===== src/rtl/onoff_pkg.sv =====
package onoff_pkg;
    typedef enum logic {
        LINK_OFF = 1'b0,
        LINK_ON  = 1'b1
    } link_state_e;
endpackage


===== src/rtl/slot_tracker.sv =====
module slot_tracker #(
    parameter int DEPTH = 16,
    parameter int CW    = $clog2(DEPTH + 1)
) (
    input  logic          clk,
    input  logic          rst_n,
    input  logic          take,
    input  logic          give,
    output logic [CW-1:0] free_q,
    output logic [CW-1:0] free_d,
    output logic          overrun_hit
);
    localparam logic [CW-1:0] FULL = CW'(DEPTH);
    localparam logic [CW-1:0] ONE  = CW'(1);

    // next free count, saturating at both ends
    always_comb begin
        free_d      = free_q;
        overrun_hit = 1'b0;
        if (take && !give) begin
            if (free_q == '0) overrun_hit = 1'b1;
            else              free_d = free_q - ONE;
        end else if (give && !take) begin
            if (free_q != FULL) free_d = free_q + ONE;
        end
    end

    always_ff @(posedge clk or negedge rst_n) begin
        if (!rst_n) free_q <= FULL;
        else        free_q <= free_d;
    end
endmodule


===== src/rtl/hyst_ctrl.sv =====
module hyst_ctrl
    import onoff_pkg::*;
#(
    parameter int CW     = 5,
    parameter int OFF_TH = 4,
    parameter int ON_TH  = 10
) (
    input  logic          clk,
    input  logic          rst_n,
    input  logic [CW-1:0] free_d,
    output logic          level
);
    localparam logic [CW-1:0] OFF_V = CW'(OFF_TH);
    localparam logic [CW-1:0] ON_V  = CW'(ON_TH);

    link_state_e state_q, state_n;

    // next-state logic: throttle and release
    always_comb begin
        state_n = state_q;
        unique case (state_q)
            LINK_ON:  if (free_d < OFF_V) state_n = LINK_OFF;
            LINK_OFF: if (free_d > ON_V)  state_n = LINK_ON;
            default:  state_n = LINK_ON;
        endcase
    end

    // state register
    always_ff @(posedge clk or negedge rst_n) begin
        if (!rst_n) state_q <= LINK_ON;
        else        state_q <= state_n;
    end

    // output decode
    always_comb begin
        unique case (state_q)
            LINK_ON:  level = 1'b1;
            LINK_OFF: level = 1'b0;
            default:  level = 1'b1;
        endcase
    end
endmodule


===== src/rtl/overrun_latch.sv =====
module overrun_latch (
    input  logic clk,
    input  logic rst_n,
    input  logic hit,
    output logic flag
);
    always_ff @(posedge clk or negedge rst_n) begin
        if (!rst_n)   flag <= 1'b0;
        else if (hit) flag <= 1'b1;
    end
endmodule


===== src/rtl/onoff_rx.sv =====
module onoff_rx #(
    parameter int DEPTH  = 16,
    parameter int OFF_TH = 4,
    parameter int ON_TH  = 10,
    localparam int CW    = $clog2(DEPTH + 1)
) (
    input  logic          clk,
    input  logic          rst_n,
    input  logic          flit_in,
    input  logic          flit_out,
    output logic          link_on,
    output logic [CW-1:0] free_slots,
    output logic          overrun
);
    generate
        if (ON_TH <= OFF_TH || ON_TH > DEPTH || OFF_TH < 1) begin : g_bad_th
            $error("onoff_rx: need 1 <= OFF_TH < ON_TH <= DEPTH");
        end
    endgenerate

    logic [CW-1:0] free_d;
    logic          hit;

    slot_tracker #(.DEPTH(DEPTH), .CW(CW)) u_cnt (
        .clk(clk), .rst_n(rst_n), .take(flit_in), .give(flit_out),
        .free_q(free_slots), .free_d(free_d), .overrun_hit(hit)
    );

    hyst_ctrl #(.CW(CW), .OFF_TH(OFF_TH), .ON_TH(ON_TH)) u_fsm (
        .clk(clk), .rst_n(rst_n), .free_d(free_d), .level(link_on)
    );

    overrun_latch u_ovr (
        .clk(clk), .rst_n(rst_n), .hit(hit), .flag(overrun)
    );
endmodule


===== config.mk =====
export PLATFORM = sky130hd
export DESIGN_NAME = onoff_rx
export DESIGN_NICKNAME = d
export VERILOG_FILES = /design/src/rtl/onoff_pkg.sv /design/src/rtl/slot_tracker.sv /design/src/rtl/hyst_ctrl.sv /design/src/rtl/overrun_latch.sv /design/src/rtl/onoff_rx.sv
export SDC_FILE = /design/constraint.sdc
export NUM_CORES = 1
export LEC_CHECK = 0
export CORE_AREA = 2 2 39 41
export CTS_CLUSTER_DIAMETER = 120
export CTS_CLUSTER_SIZE = 8
export DETAILED_ROUTE_END_ITERATION = 7
export DIE_AREA = 0 0 41 43
export DONT_BUFFER_PORTS = 1
export PLACE_DENSITY_LB_ADDON = 0.1
export SYNTH_ARGS = -nofsm -noshare
export SYNTH_HDL_FRONTEND = slang
export SYNTH_SLANG_ARGS = --single-unit

===== constraint.sdc =====
create_clock -name clk -period 4.7 [get_ports clk]
set_clock_uncertainty 0.05 [all_clocks]
set_input_delay 0.94 -clock clk [delete_from_list [all_inputs] [get_ports clk]]
set_output_delay 0.94 -clock clk [all_outputs]
set_load 0.1 [all_outputs]

; Yosys cells after proc, flatten, opt, wreduce, memory -nomap -nowiden
; Cells that the tools add are included.
[word_totals]
ramBits = 0
mem_count = 0
out_inout_bits = 7
word_cells = 24
in_bits = 4
rom_bits = 0
latchBits = 0
regBits = 7
[classes]
div_mod_pow = 0
multipliers = 0
reduce_logical = 5
n_eq_ne = 1
mux = 10
addsub = 2
shift = 0
magnitude_cmp = 2
bitwise_logic = 1
[ops]
columns = op, n
row1 = $mux 5, 4
row2 = $add 5x1->5 const B, 1
row3 = $gt 5x4->1 const B, 1
row4 = $logic_not 5->1, 1
row5 = $lt 5x3->1 const B, 1
row6 = $ne 5x5->1 const B, 1
row7 = $sub 5x1->5 const B, 1
row8 = $mux 1, 4
row9 = $pmux 1 s2, 2
row10 = $logic_and 1x1->1, 2
row11 = $logic_not 1->1, 2
row12 = $not 1->1, 1

; Depth between registers and ports, before layout
; Gate-level depths: netlist of the first run.
[depth]
depth_word = 7
mapped_depth = 7
depth_no_buf = 7

; By module
; From an unflattened synthesis of the first run, not the netlist that was laid out.
[hier_totals]
cells_unflattened = 46
area_unflattened_um2 = 447.9
[modules_own_cells]
columns = module, area_per_inst_um2, cells_per_inst, instances, seq_area_each_um2
row1 = slot_tracker, 365.4, 40, 1, 126.4
row2 = hyst_ctrl, 51.3, 4, 1, 26.3
row3 = overrun_latch, 31.3, 2, 1, 25.0

; Least setup slack after synthesis of the first run
; No wires, ideal clock.
[synth_timing]
path_kind = register to register
start = register u_cnt.free_q[0]
end = register u_fsm.state_q
required_time_ns = 4.567
setup_slack_ns = 2.327
setup_time_ns = 0.083
path_buffers = 0
path_stages_with_launch = 8
synth_period_minus_slack_ns = 2.373
arrival_ns = 2.241
cell_sequence = dfrtp_1 -> inv_1 -> ha_1 -> or4b_4 -> a31oi_1 -> a22oi_1 -> a211oi_2 -> o21bai_1
[synth_between]
elab_chain_len = 7
[synth_rtl]
columns = item, line_no
row1 = from (decl), slot_tracker.sv:9  ; output logic [CW-1:0] free_q,
row2 = from (signal assigned), slot_tracker.sv:30  ; else free_q <= free_d;
row3 = $add 5x1->5 or $ne 5x5->1 (tied branches), slot_tracker.sv:24  ; if (free_q != FULL) free_d = free_q + ONE;
row4 = $mux 5, slot_tracker.sv:24
row5 = $mux 5, slot_tracker.sv:23  ; end else if (give && !take) begin
row6 = $mux 5 *, slot_tracker.sv:20  ; if (take && !give) begin
row7 = via free_d[2], onoff_rx.sv:21  ; logic [CW-1:0] free_d;
row8 = $gt 5x4->1 or $lt 5x3->1 (tied branches), "hyst_ctrl.sv:23, hyst_ctrl.sv:22"
row9 = "$mux 1, on equally long branches", "hyst_ctrl.sv:23, hyst_ctrl.sv:22"
row10 = $pmux 1 s2 *, hyst_ctrl.sv:21  ; unique case (state_q)
row11 = via u_fsm.state_n, hyst_ctrl.sv:16  ; link_state_e state_q, state_n;
row12 = to (signal assigned), hyst_ctrl.sv:31  ; else state_q <= state_n;
row13 = to (decl), hyst_ctrl.sv:16
; Mark *: on every way through the listed nets, which the timed path passes. The rest lies on a longest branch.
; A chain may end at the register's enable or synchronous reset.

; Worst setup path after layout of the first run
; Ends and elaborated chain as after synthesis.

==> results of run 1 <==
==> state kept, by name, indices dropped and copies added, names as in the netlist <==
| signal | count |
|---|---|
| u_cnt.free_q | 5 |
| u_fsm.state_q | 1 |
| u_ovr.flag | 1 |
==> final timing paths <==
kind,from,end,slack [ns]
max in group asynchronous,rst_n,u_fsm.state_q$_DFF_PN1_,4.09
setup / recovery,u_cnt.free_q[0]$_DFF_PN0_,u_fsm.state_q$_DFF_PN1_,2.13
hold / removal,rst_n,u_cnt.free_q[2]$_DFF_PN0_,0.34
min in group clk,u_cnt.free_q[4]$_DFF_PN1_,u_cnt.free_q[4]$_DFF_PN1_,0.78
hold reg to reg,u_cnt.free_q[4]$_DFF_PN1_,u_cnt.free_q[4]$_DFF_PN1_,0.78
setup reg to reg,u_cnt.free_q[0]$_DFF_PN0_,u_fsm.state_q$_DFF_PN1_,2.13
==> Yosys cell counts <==
| master | n | share of area |
|---|---|---|
| and4_2 | 1 | 0.021 |
| or4bb_1 | 1 | 0.024 |
| a21o_1 | 1 | 0.016 |
| a211o_1 | 1 | 0.019 |
| o221ai_1 | 2 | 0.037 |
| a22oi_1 | 2 | 0.032 |
| dfstp_2 | 2 | 0.11 |
| a22o_1 | 1 | 0.019 |
| o21bai_1 | 1 | 0.016 |
| or3b_1 | 1 | 0.019 |
| a211oi_2 | 1 | 0.027 |
| a21oi_1 | 2 | 0.021 |
| a31oi_1 | 1 | 0.013 |
| nand2b_1 | 1 | 0.013 |
| and2_1 | 1 | 0.013 |
| nand3b_1 | 1 | 0.016 |
| mux2i_1 | 1 | 0.021 |
| nor2_1 | 2 | 0.016 |
| ha_1 | 2 | 0.053 |
| xnor2_1 | 1 | 0.019 |
| a22oi_2 | 1 | 0.027 |
| nor3_1 | 2 | 0.021 |
| inv_1 | 3 | 0.024 |
| or4b_4 | 1 | 0.029 |
| nand2_1 | 1 | 0.0079 |
| nand3_1 | 1 | 0.011 |
| nor2b_1 | 2 | 0.027 |
| dfrtp_1 | 5 | 0.27 |
| o31ai_1 | 1 | 0.016 |
| o2111ai_1 | 1 | 0.019 |
| nor4b_1 | 1 | 0.019 |
| o21ai_0 | 1 | 0.011 |
==> layout make-up <==
class	instances	area (µm²)	area share
multi-input combinational	36	283	0.546
sequential	7	178	0.343
clock buffer	4	26.3	0.0507
tap	16	20.0	0.0386
inverter	3	11.3	0.0217
==> through the flow <==
stage	utilization	hold slack, ns	instances	cell area [µm²]
after floorplan	-	0.594	46	472
after global placement	0.355	0.595	62	492
final	0.374	0.342	66	518
after CTS	0.374	0.330	66	518
after detailed placement	0.355	0.595	62	492
after global routing	0.374	0.324	66	518
==> logic make-up after synthesis <==
group	Yosys count	share of synthesized area
xor+xnor	1	0.0186
simple gates	16	0.236
buf+inv	3	0.0239
compound gates	16	0.271
mux	1	0.0212
fa+ha+maj	2	0.0530
flops	7	0.377
==> critical path: stages, from the launching register on <==
cell,delay [ns]
dfrtp_1,0.78
inv_1,0.18
ha_1,0.26
or4b_4,0.52
a31oi_1,0.19
a22oi_1,0.18
a211oi_2,0.26
o21bai_1,0.08
==> routing by layer <==
layer  vias up  GRT usage  part of all wire
met4         0     0.0800             0.011
met3         2     0.0262             0.056
met1       201      0.171              0.41
li1        188          -                 -
met5         -          0                 0
met2         7      0.213              0.52
==> key figures, run 1 <==
CTS
  • Num CTS Buffers: 3
  • CTS tree: done
  • Post-CTS Setup Repair Bufs: 0
  • Clock root cell: clkbuf_4
  • Htree depth: 1
  • Worst skew pair latency: 0.24 ns
  • CTS resizes: 0
  • Clk sinks: 7
  • # hold bufs at CTS: 0
  • Clock Path Buffers: 2
  • Clk slew on worst S/H paths: 0.05 ns

Timing
  • Final worst slack: 2.13 ns
  • Crit path time final: 2.57 ns
  • Max_slew headroom: 0.263
  • Setup violators final: 0
  • RSZ-0062 raised after global routing: no
  • Fin. Hold Viols: 0
  • Fmax: 390 MHz
  • Final period utilization: 0.546
  • Max-slew violations: 0
  • Setup total negative slack: 0 ns
  • Slew @ Worst Pin: 1.11 ns

Status
  • Outcome: completed

Routing
  • Via Count: 398
  • Final ANT Viol Nets: 0
  • Via/cell ratio: 6.03
  • Initial drt markers: 8
  • Wirelength per Cell: 15.0 µm
  • Pre-Repair DR Iteration Count: 4
  • Final WL: 992 µm
  • Residual DRC: 0

GRT
  • Number of antenna violations at the first check in global routing: 0
  • Remaining global-route overflow: 0
  • GR Util All Layers: 0.138
  • First-pass GRT wire length: 1.65 mm
  • Vias in the first global route: 397
  • Largest net degree at the start of global routing: 11

Worst setup path
  • Crit path max fanout: 6
  • Critical Path RT: 4.81 ns
  • WP data arrival: 2.68 ns
  • Critical Path Start Type: flop
  • Worst Setup End Kind: flop
  • Reg2Reg Depth: 7
  • Kind of critical path: reg2reg

Synth
  • Yosys warning count: 0
  • Cells after synthesis: 46
  • Syn avg cell area: 10.3 µm²
  • Flops & latches, synth: 7
  • Synth unique cells: 32
  • Syn Nets: 52
  • Mapped Area: 472 µm²
  • Sequential share of the synthesized area: 0.377

Floorplan
  • Die H: 43 µm
  • Core area: 1380 µm²
  • Core Rows: 14
  • Number of top-level pins: 11
  • Die ar.: 1760 µm²
  • Initial Util: 0.341
  • Chip Width: 41 µm

Cells and area
  • Share of cells above drive strength 1: 0.180
  • Commonest non-fill, non-tap cells in the layout: 5 x dfrtp_1, 3 x inv_1, 3 x clkbuf_4
  • Area grow syn2layout: 9.81%
  • Filler cells: 142
  • Leading cell type in the layout, fill and taps excluded: dfrtp_1
  • Final nets: 57
  • N_diodes: 0

Placement
  • Port Buffers: 0
  • HPWL Detailed: 785 µm
  • Routability Congestion: 0.708
  • Setup WS pre-CTS: 2.14 ns

Hold path
  • Worst min path class: in2async

Run
  • Max Cap Viol: 0
Power of run 1 is not shown: default switching activity piles up to over one toggle a cycle in this logic, so the estimate is an artifact.
==> run 2, diff against run 1 <==
==> constraint.sdc (replaced) <==
create_clock -name clk -period 2.55 [get_ports clk]
set_clock_uncertainty 0.05 [all_clocks]
set_input_delay 0.51 -clock clk [delete_from_list [all_inputs] [get_ports clk]]
set_output_delay 0.51 -clock clk [all_outputs]
set_load 0.1 [all_outputs]
==> key figures, run 2 (synthesized netlist as in run 1, its figures left out) <==
Status
  • Outcome: completed

CTS
  • Clk slew on worst S/H paths: 0.05 ns
  • Clk sinks: 7
  • Num CTS Buffers: 3
  • Clock Path Buffers: 2
  • Htree depth: 1
  • CTS resizes: 0
  • Clock root cell: clkbuf_4
  • Worst skew pair latency: 0.25 ns
  • CTS tree: done

Cells and area
  • Filler cells: 143
  • Share of cells above drive strength 1: 0.250
  • N_diodes: 0
  • Area grow syn2layout: 19.9%
  • Area of the multi-input gates: 283 µm²
  • Commonest non-fill, non-tap cells in the layout: 5 x buf_4, 5 x dfrtp_1, 3 x inv_1, 3 x clkbuf_4
  • Biggest regs: u_cnt.free_q: 5 flops, u_fsm.state_q: 1 flops, u_ovr.flag: 1 flops
  • Max reg flops: 5
  • Largest Register: u_cnt.free_q
  • Final nets: 63
  • Seq. cell area: 178 µm²

Placement
  • Setup WS pre-CTS: 0.596 ns
  • Routability Congestion: 0.736
  • Port Buffers: 0
  • HPWL Detailed: 861 µm

Floorplan
  • Number of top-level pins: 11
  • Core area: 1380 µm²
  • Die H: 43 µm
  • Chip Width: 41 µm
  • Die ar.: 1760 µm²
  • Core Rows: 14
  • Initial Util: 0.341

Hold path
  • Worst min path class: in2async

Routing
  • Initial drt markers: 3
  • Via/cell ratio: 5.71
  • Residual DRC: 0
  • Pre-Repair DR Iteration Count: 3
  • Final ANT Viol Nets: 0
  • Via Count: 411
  • Wirelength per Cell: 14.6 µm
  • Final WL: 1.05 mm

Worst setup path
  • Crit-path cells: inv_1 -> ha_1 -> or4b_4 -> a22oi_2 -> xnor2_1 -> a211oi_2 -> o21bai_1
  • Critical path's slowest cell: or4b_4
  • Crit path max fanout: 6
  • Critical Path Start Type: flop
  • Kind of critical path: reg2reg
  • Critical Path RT: 2.67 ns
  • Crit-path max cell delay: 0.51 ns
  • WP data arrival: 2.07 ns
  • Worst Setup End Kind: flop

Run
  • Max Cap Viol: 0

Timing
  • Final worst slack: 0.605 ns
  • Final period utilization: 0.763
  • Slew @ Worst Pin: 0.895 ns
  • Fin. Hold Viols: 0
  • Setup violators final: 0
  • Setup total negative slack: 0 ns
  • Max-slew violations: 0
  • Crit path time final: 1.94 ns
  • RSZ-0062 raised after global routing: no
  • Max_slew headroom: 0.403
  • Fmax: 514 MHz
  • Hold WS: 0.0533 ns

GRT
  • First-pass GRT wire length: 1.75 mm
  • Vias in the first global route: 396
  • Remaining global-route overflow: 0
  • Largest net degree at the start of global routing: 10
  • GR Util All Layers: 0.149
  • Number of antenna violations at the first check in global routing: 0
==> run 2: cell types whose count changed in the layout (fill, tap and decap cells not counted) <==
cell           previous run  this run
dlygate4sd3_1             0         1
buf_4                     0         5
==> run 2: cell type report <==
type,instances,area share
clock buffers,4,0.0465
multi-input cells,36,0.500
flip-flops and latches,7,0.314
well taps,16,0.0354
repair buffers,6,0.0841
inverters,3,0.0199
==> run 2: per-layer routing <==
layer  track usage  share of wire  vias to the layer above
li1              -              -                      204
met1         0.187           0.43                      202
met2         0.225           0.53                        5
met3        0.0209          0.034                        0
met4         0.100              0                        0
met5             0              0                        -
==> run 2: final timing paths <==
path                                            from                   endpoint  slack (ns)  cells after the start
setup / recovery           u_cnt.free_q[0]$_DFF_PN0_    u_fsm.state_q$_DFF_PN1_        0.61                      7
hold / removal                                 rst_n    u_fsm.state_q$_DFF_PN1_        0.05                      0
setup reg to reg           u_cnt.free_q[0]$_DFF_PN0_    u_fsm.state_q$_DFF_PN1_        0.61                      7
hold reg to reg            u_cnt.free_q[4]$_DFF_PN1_  u_cnt.free_q[4]$_DFF_PN1_        0.55                      2
max in group asynchronous                      rst_n  u_cnt.free_q[0]$_DFF_PN0_        1.76                      1
min in group clk                            flit_out  u_cnt.free_q[4]$_DFF_PN1_        0.42                      2
==> run 2: critical path, delay by kind of cell (launching register included) <==
family          cells  cell delay (ns)
compound gates      3             0.45
fa+ha+maj           1             0.22
buf+inv             1             0.06
xor+xnor            1             0.20
simple gates        1             0.51
flops               1             0.37
==> run 2: stage by stage <==
step,cells,instance area [µm²],util
after detailed placement,67,529,0.382
after global placement,67,529,0.382
after floorplan,46,472,-
after CTS,72,566,0.409
final,72,566,0.409
after global routing,72,566,0.409
==> run 2: repair_timing <==
action,CTS,global route
hold buffers,1,0
setup buffers,0,0
endpoints found under the hold margin,5,0
Power of run 2 is left out for the same reason.
